==> config.mk <==
export PLATFORM = sky130hd
export DESIGN_NAME = scan_serial_tx
export DESIGN_NICKNAME = d
export VERILOG_FILES = /design/src/rtl/scan_tx_pkg.sv /design/src/rtl/scan_tx_group.sv /design/src/rtl/scan_tx_loader.sv /design/src/rtl/scan_tx_scanner.sv /design/src/rtl/scan_tx_outsel.sv /design/src/rtl/scan_serial_tx.sv
export SDC_FILE = /design/constraint.sdc
export NUM_CORES = 1
export LEC_CHECK = 0
export ABC_AREA = 1
export BUFFER_PORTS_ARGS = -buffer_cell sky130_fd_sc_hd__buf_2
export CORE_UTILIZATION = 60
export CTS_BUF_LIST = sky130_fd_sc_hd__clkbuf_16
export DETAILED_ROUTE_END_ITERATION = 7
export PLACE_DENSITY = 0.86
export SETUP_SLACK_MARGIN = 0.02
export SYNTH_ARGS = -nofsm -noshare
export SYNTH_HDL_FRONTEND = slang
export SYNTH_SLANG_ARGS = --single-unit
export TNS_END_PERCENT = 30
==> constraint.sdc <==
create_clock -name clk -period 3.3 [get_ports clk]
set_input_delay 0.33 -clock clk [delete_from_list [all_inputs] [get_ports clk]]
set_output_delay 0.33 -clock clk [all_outputs]
set_load 0.005 [all_outputs]
==> src/rtl/scan_tx_pkg.sv <==
package scan_tx_pkg;

  typedef enum logic {
    SCAN_IDLE = 1'b0,
    SCAN_SEND = 1'b1
  } scan_state_e;

  function automatic int unsigned idx_bits(input int unsigned count);
    return (count < 2) ? 1 : $clog2(count);
  endfunction

endpackage

==> src/rtl/scan_tx_group.sv <==
module scan_tx_group #(
  parameter int unsigned WIDTH = 14
) (
  input  logic             clk,
  input  logic             rst_n,
  input  logic             load_en,
  input  logic [WIDTH-1:0] load_word,
  input  logic             shift_en,
  output logic             top_bit
);

  logic [WIDTH-1:0] word_q;

  always_ff @(posedge clk) begin
    if (!rst_n) begin
      word_q <= '0;
    end else if (load_en) begin
      word_q <= load_word;
    end else if (shift_en) begin
      word_q <= {word_q[WIDTH-2:0], word_q[WIDTH-1]};
    end
  end

  assign top_bit = word_q[WIDTH-1];

endmodule

==> src/rtl/scan_tx_loader.sv <==
module scan_tx_loader #(
  parameter int unsigned GROUPS = 8,
  parameter int unsigned PW     = 3
) (
  input  logic              clk,
  input  logic              rst_n,
  input  logic              busy,
  input  logic              load_valid,
  output logic              load_ready,
  output logic [GROUPS-1:0] load_en
);

  logic [PW-1:0] wptr_q;
  logic          fire;
  logic          at_last;

  assign load_ready = !busy;
  assign fire       = load_valid && load_ready;
  assign at_last    = (wptr_q == PW'(GROUPS - 1));

  always_ff @(posedge clk) begin
    if (!rst_n) begin
      wptr_q <= '0;
    end else if (fire) begin
      wptr_q <= at_last ? '0 : wptr_q + 1'b1;
    end
  end

  for (genvar gi = 0; gi < GROUPS; gi++) begin : g_dec
    assign load_en[gi] = fire && (wptr_q == PW'(gi));
  end

endmodule

==> src/rtl/scan_tx_scanner.sv <==
module scan_tx_scanner
  import scan_tx_pkg::*;
#(
  parameter int unsigned GROUPS = 8,
  parameter int unsigned WIDTH  = 14,
  parameter int unsigned GW     = 3,
  parameter int unsigned BW     = 4
) (
  input  logic              clk,
  input  logic              rst_n,
  input  logic              start,
  input  logic              ser_ready,
  output logic              busy,
  output logic [GW-1:0]     grp,
  output logic [GROUPS-1:0] shift_en,
  output logic              done
);

  scan_state_e   state_q;
  logic [GW-1:0] grp_q;
  logic [BW-1:0] bcnt_q;
  logic          done_q;
  logic          xfer;
  logic          last_bit;
  logic          last_grp;

  assign busy     = (state_q == SCAN_SEND);
  assign xfer     = busy && ser_ready;
  assign last_bit = (bcnt_q == BW'(WIDTH - 1));
  assign last_grp = (grp_q == GW'(GROUPS - 1));

  always_ff @(posedge clk) begin
    if (!rst_n) begin
      state_q <= SCAN_IDLE;
      grp_q   <= '0;
      bcnt_q  <= '0;
      done_q  <= 1'b0;
    end else begin
      done_q <= 1'b0;
      case (state_q)
        SCAN_IDLE: begin
          if (start) begin
            state_q <= SCAN_SEND;
            grp_q   <= '0;
            bcnt_q  <= '0;
          end
        end
        SCAN_SEND: begin
          if (xfer) begin
            if (last_bit) begin
              bcnt_q <= '0;
              if (last_grp) begin
                grp_q   <= '0;
                state_q <= SCAN_IDLE;
                done_q  <= 1'b1;
              end else begin
                grp_q <= grp_q + 1'b1;
              end
            end else begin
              bcnt_q <= bcnt_q + 1'b1;
            end
          end
        end
        default: state_q <= SCAN_IDLE;
      endcase
    end
  end

  for (genvar gi = 0; gi < GROUPS; gi++) begin : g_sel
    assign shift_en[gi] = xfer && (grp_q == GW'(gi));
  end

  assign grp  = grp_q;
  assign done = done_q;

endmodule

==> src/rtl/scan_tx_outsel.sv <==
module scan_tx_outsel #(
  parameter int unsigned GROUPS = 8,
  parameter int unsigned GW     = 3
) (
  input  logic [GROUPS-1:0] top_bits,
  input  logic [GW-1:0]     grp,
  input  logic              busy,
  output logic              ser_bit
);

  logic picked;

  always_comb begin
    picked = 1'b0;
    for (int i = 0; i < GROUPS; i++) begin
      if (grp == GW'(i)) picked = top_bits[i];
    end
  end

  assign ser_bit = busy && picked;

endmodule

==> src/rtl/scan_serial_tx.sv <==
module scan_serial_tx
  import scan_tx_pkg::*;
#(
  parameter int unsigned GROUPS = 8,
  parameter int unsigned WIDTH  = 14
) (
  input  logic             clk,
  input  logic             rst_n,
  input  logic             load_valid,
  output logic             load_ready,
  input  logic [WIDTH-1:0] load_data,
  input  logic             start,
  output logic             ser_valid,
  input  logic             ser_ready,
  output logic             ser_bit,
  output logic             frame_done
);

  localparam int unsigned GW = idx_bits(GROUPS);
  localparam int unsigned BW = idx_bits(WIDTH);

  logic              busy;
  logic [GW-1:0]     grp;
  logic [GROUPS-1:0] shift_en;
  logic [GROUPS-1:0] load_en;
  logic [GROUPS-1:0] top_bits;

  scan_tx_loader #(.GROUPS(GROUPS), .PW(GW)) u_loader (
    .clk        (clk),
    .rst_n      (rst_n),
    .busy       (busy),
    .load_valid (load_valid),
    .load_ready (load_ready),
    .load_en    (load_en)
  );

  scan_tx_scanner #(.GROUPS(GROUPS), .WIDTH(WIDTH), .GW(GW), .BW(BW)) u_scan (
    .clk       (clk),
    .rst_n     (rst_n),
    .start     (start),
    .ser_ready (ser_ready),
    .busy      (busy),
    .grp       (grp),
    .shift_en  (shift_en),
    .done      (frame_done)
  );

  for (genvar gi = 0; gi < GROUPS; gi++) begin : g_reg
    scan_tx_group #(.WIDTH(WIDTH)) u_grp (
      .clk       (clk),
      .rst_n     (rst_n),
      .load_en   (load_en[gi]),
      .load_word (load_data),
      .shift_en  (shift_en[gi]),
      .top_bit   (top_bits[gi])
    );
  end

  scan_tx_outsel #(.GROUPS(GROUPS), .GW(GW)) u_out (
    .top_bits (top_bits),
    .grp      (grp),
    .busy     (busy),
    .ser_bit  (ser_bit)
  );

  assign ser_valid = busy;

endmodule

After elaboration in Yosys (flattened, before gate mapping)
Index checks and enable logic that the tools add are counted.

Flip-flop bits (word level): 124. Latch bits: 0. RAM bits: 0. ROM bits: 0. Word-level logic and storage cells: 108. Memories: 0.

$add $sub $neg: 3. $mul: 0. Divide/modulo/power cells: 0. Magnitude comparators: 0. Equal/unequal tests: 18. Shift-type cells: 0. Multiplexer cells: 40. Bitwise logic cells: 1. Reduce and logical (&&, ||, !) cells: 33.

Operators with widths (count): $mux W14 (16); $eq A3 B3 Y1 const B (8); $logic_and A1 B1 Y1 (19); $reduce_bool A2 Y1 (8); $mux W3 (5); $mux W1 (13); $eq A3 B2 Y1 const B (4); $mux W4 (3); $pmux W4 S2 (1); $add A3 B1 Y3 const B (2); $eq A3 B1 Y1 const B (2); $logic_not A3 Y1 (2); $ne A2 B2 Y1 const B (3); $pmux W3 S2 (1); $add A4 B1 Y4 const B (1); $eq A4 B4 Y1 const B (1); $reduce_and A4 Y1 (1); $reduce_and A3 Y1 (1); $pmux W1 S2 (1); $reduce_and A2 Y1 (1); $logic_not A1 Y1 (1); $not A1 Y1 (1).

Depth between registers and ports, before layout
Depth in word-level cells: 10. Depth in mapped cells: 13.

Cells and area by module
A second synthesis with hierarchy kept.

Cells, all modules: 1028. Area, all modules: 6640.1 µm².

By module, submodules not included: scan_tx_group (times used 8, cells each 109, area each 705.7 µm²); scan_tx_scanner (times used 1, cells each 87, area each 608.1 µm²); scan_tx_loader (times used 1, cells each 43, area each 282.8 µm²); scan_tx_outsel (times used 1, cells each 26, area each 103.8 µm²).

Worst setup path before layout
No wires, ideal clock.

Path type: register -> output. Start: register u_scan.grp_q[0], in the netlist u_scan.grp[0]. End: output port ser_bit. Arrival: 1.366 ns. Setup slack: 1.604 ns. Stages on the path, launching flop included: 10. Path buffers: 1. Cell sequence: dfxtp_1 > ha_1 > ha_1 > clkbuf_1 > nand2_1 > nand2_1 > nand2_1 > nand2_1 > nand2_1 > a21oi_1.

Word-level cells in the longest chain between the ends: 10.

Ends and longest elaborated chain: from (decl) (RTL line scan_tx_scanner.sv:20) `logic [GW-1:0] grp_q;`; from (signal assigned) (RTL line scan_tx_scanner.sv:57) `grp_q <= grp_q + 1'b1;`; $logic_not A3 Y1 (RTL line scan_tx_outsel.sv:16) `if (grp == GW'(i)) picked = top_bits[i];`; $mux W1 (7 in a row) (RTL line scan_tx_outsel.sv:16); $mux W1 (*) (RTL line scan_tx_outsel.sv:16); $logic_and A1 B1 Y1 (*) (RTL line scan_tx_outsel.sv:20) `assign ser_bit = busy && picked;`; to (decl) (RTL line scan_serial_tx.sv:15) `output logic ser_bit,`.

Mark *: on every way between the ends. The rest lies on a longest branch, timed or not.

Final worst setup path
Start: register u_scan.state_q, in the netlist u_scan.busy. End: register g_reg[0].u_grp.word_q[6].

Word-level cells in the longest chain between the ends: 4.

Ends and longest elaborated chain: from (decl) (RTL line scan_tx_scanner.sv:19) `scan_state_e state_q;`; from (signal assigned) (RTL line scan_tx_scanner.sv:34) `state_q <= SCAN_IDLE;`; from (signal assigned) (RTL line scan_tx_scanner.sv:43) `state_q <= SCAN_SEND;`; from (signal assigned) (RTL line scan_tx_scanner.sv:54) `state_q <= SCAN_IDLE;`; $logic_not A1 Y1 (RTL line scan_tx_loader.sv:17) `assign load_ready = !busy;`; $logic_and A1 B1 Y1 (RTL line scan_tx_loader.sv:18) `assign fire = load_valid && load_ready;`; $logic_and A1 B1 Y1 (RTL line scan_tx_loader.sv:30) `assign load_en[gi] = fire && (wptr_q == PW'(gi));`; $mux W14 or $reduce_bool A2 Y1 (tied branches); to (signal assigned) (RTL line scan_tx_group.sv:18) `word_q <= load_word;`; to (signal assigned) (RTL line scan_tx_group.sv:20) `word_q <= {word_q[WIDTH-2:0], word_q[WIDTH-1]};`; to (decl) (RTL line scan_tx_group.sv:12) `logic [WIDTH-1:0] word_q;`.

Several ways; a longest one is shown, not always the timed one. A chain may end at the register's enable or synchronous reset.

==> results_dict.tcl <==
set metrics [dict create \
    power_mw 3.75 \
    place_ws_ns 0.699 \
    synthAdderAreaFrac_pct 3.08 \
    worstPathCellList "nand2_2 -> inv_1 -> nand2_1 -> inv_1 -> a31oi_1 -> a21oi_1 -> nor2_1" \
    dr.pass1.iters 6 \
    synth_compound_area_share_pct 22.0 \
    crit_path_start "u_scan.busy" \
    start_kind "flip-flop" \
    ir_worst_vdd_mv 0.361 \
    cp.required_ns 3.65 \
    powerDensity_nw_per_um2 587 \
    routed_wl_um 14700 \
    core-area_um2 9200 \
    avgSynthCellArea_um2 7.21 \
    worstMarginPinSlew_ns 1.07 \
    overflow 0 \
    cp.depth 7 \
    synth.ff_latch_count 124 \
    synth_cell_types 32 \
    clk_pin_slew_worst_paths_ns 0.06 \
    num_rows 35 \
    dieArea_um2 9880 \
    path_common_cell "inv_1" \
    period_share_pct 81.4 \
    ys_warn_count 0 \
    r2r_cells 7 \
    fin_setup_tns_ns 0 \
    cp_top_family "compound AO/OA/AOI/OAI gates" \
    drcViolationCount 0 \
    die_y_um 99.4 \
    cap_violations 0 \
    max_stage_delay_ns 0.85 \
    dieWidth_um 99.4 \
    dp_hpwl_um 9290 \
    synth_mux_area_share_pct 0 \
    cts_resized 0 \
    status "finished, final reports clean" \
    cts-root-buf "clkbuf_16" \
    grt_use_total_pct 30.7 \
    dpl_cell_area_um2 5790 \
    nets 828 \
    grt_pass1_wl_um 23500 \
    post_cts_buffers 0 \
    ant_nets 0 \
    design_area_um2 6390 \
    clkSinkCount 124 \
    wire_per_inst_um 16.0 \
    regToRegSetupSlack_ns 0.61 \
    cts_max_path_buffers 2 \
    slowest_stage "a31oi_1" \
    syn_area_um2 5690 \
    cts.hold.buffers_added 0 \
    end_kind "flip-flop" \
    synth_seq_area_share_pct 43.6 \
    synth_xor_area_share_pct 0.308 \
    syn-num-nets 822 \
    fin_crit_ns 2.69 \
    drt_iter0_drc 574 \
    critical_path_class "flip-flop to flip-flop" \
    synth-simple-area-share_pct 21.8 \
    drive_gt1_share_pct 9.16 \
    areaGrowthSynthToFinish_pct 12.3 \
    start_util_pct 61.9 \
    place_congestion 0.908 \
    placedCellCount 887 \
    grt_pass1_vias 4886 \
    nFillCells 742 \
    syn_inst 789 \
    stdcell_count 919 \
    cp.arrival_ns 3.03 \
    clk_latency_ns 0.42 \
    fin_hold_ws_ns 0.183 \
    hold_violations 0 \
    power.leakage_nw 2.68 \
    synth_top_family_by_area "compound AO/OA/AOI/OAI gates" \
    cts_buffers 17 \
    reg2reg_to "g_reg[0].u_grp.word_q[6]" \
    route.vias.total 5429 \
    grt_max_degree 54 \
    diodes 0 \
    endpoint "g_reg[0].u_grp.word_q[6]" \
    htreeDepth 4 \
    drt-vias-per-instance 5.91 \
    port_buffers 22 \
    utilization_pct 69.5 \
    max_freq_ghz 0.372 \
    rsz0062_at_grt "no" \
    worst-path-buf-inv 2 \
    worstPathMaxFanout 22 \
    setup_viol 0 \
    pin_count 23 \
    final_cell_mix "nand2_1 (178), dfxtp_1 (124), o21ai_0 (79)" \
    r2r-start "u_scan.busy" \
    skew_ns 0.0102 \
    worst_slack_ns 0.612 \
    hp-class "input pin to flip-flop" \
    maxSlewHeadroom_pct 28.3 \
    maxSlewViolCount 0 \
    final_common_cell "nand2_1" \
    cts_tree "built" \
    antenna_found_initial 0 \
]
[report_power, final]
part / switching, mW / internal (mW)
sequential: 0.0323 / 1.55
combinational: 0.212 / 0.0830
clock: 0.695 / 1.19
total: 0.939 / 2.81
[Yosys cell counts (all sizes together)]
cell type	count	area, um^2
nand4	2	12.5
a21oi	76	380
o221ai	1	8.76
xor2	2	17.5
a221oi	2	17.5
nand3	42	215
nor3	3	26.3
o21ai	84	420
ha	14	175
dfxtp	124	2480
a211oi	4	30.0
inv	82	313
nor2	72	294
o211ai	33	248
o22ai	5	31.3
nand2	181	692
clkinv	1	3.75
buf	23	133
a31oi	17	106
o21a	1	7.51
clkbuf	20	75.1
[worst register-to-register path, cell delays in order (launching register included)]
cell and delay [ns]:
dfxtp_1 0.39, nand2_2 0.35, inv_1 0.31, nand2_1 0.21, inv_1 0.22, a31oi_1 0.85, a21oi_1 0.16, nor2_1 0.13
[final cells by class]
class / count / area (um^2) / share of cell area, %
multi-input combinational: 539 / 2680 / 42.0
clock inverter: 15 / 174 / 2.72
inverter: 83 / 317 / 4.95
sequential: 124 / 2480 / 38.8
timing repair buffer: 30 / 170 / 2.66
clock buffer: 17 / 425 / 6.66
tap: 111 / 139 / 2.17
[worst min path at each step]
stage | startpoint | endpoint | slack (ns) | cells after the start
global placement | g_reg[3].u_grp.word_q[0] | g_reg[3].u_grp.word_q[0] | 0.45 | 2
CTS | load_data[5] | g_reg[1].u_grp.word_q[5] | 0.18 | 3
global route | load_data[4] | g_reg[1].u_grp.word_q[4] | 0.19 | 3
floorplan | g_reg[7].u_grp.word_q[0] | g_reg[7].u_grp.word_q[0] | 0.44 | 2
detailed placement | g_reg[3].u_grp.word_q[0] | g_reg[3].u_grp.word_q[0] | 0.46 | 2
finish | load_data[5] | g_reg[1].u_grp.word_q[5] | 0.18 | 3
[registers in the layout, indices dropped and copies added (netlist names)]
signal / count
u_scan.grp: 3
g.u_grp.word_q: 112
u_scan.bcnt_q: 4
u_scan.done: 1
u_scan.busy: 1
u_loader.wptr_q: 3
[layer usage]
layer	up-vias	track usage, %	part of all wire [%]
met3	43	7.87	8.8
met1	2542	38.9	42
li1	2620	-	-
met2	224	49.0	46
met4	0	14.4	3.2
met5	-	0	0
[cells by family after synthesis]
kind of cell,after synthesis
xor+xnor,2
simple gates,300
flops,124
buf+inv,126
compound gates,223
fa+ha+maj,14
Power figures use the tool's default switching activity.
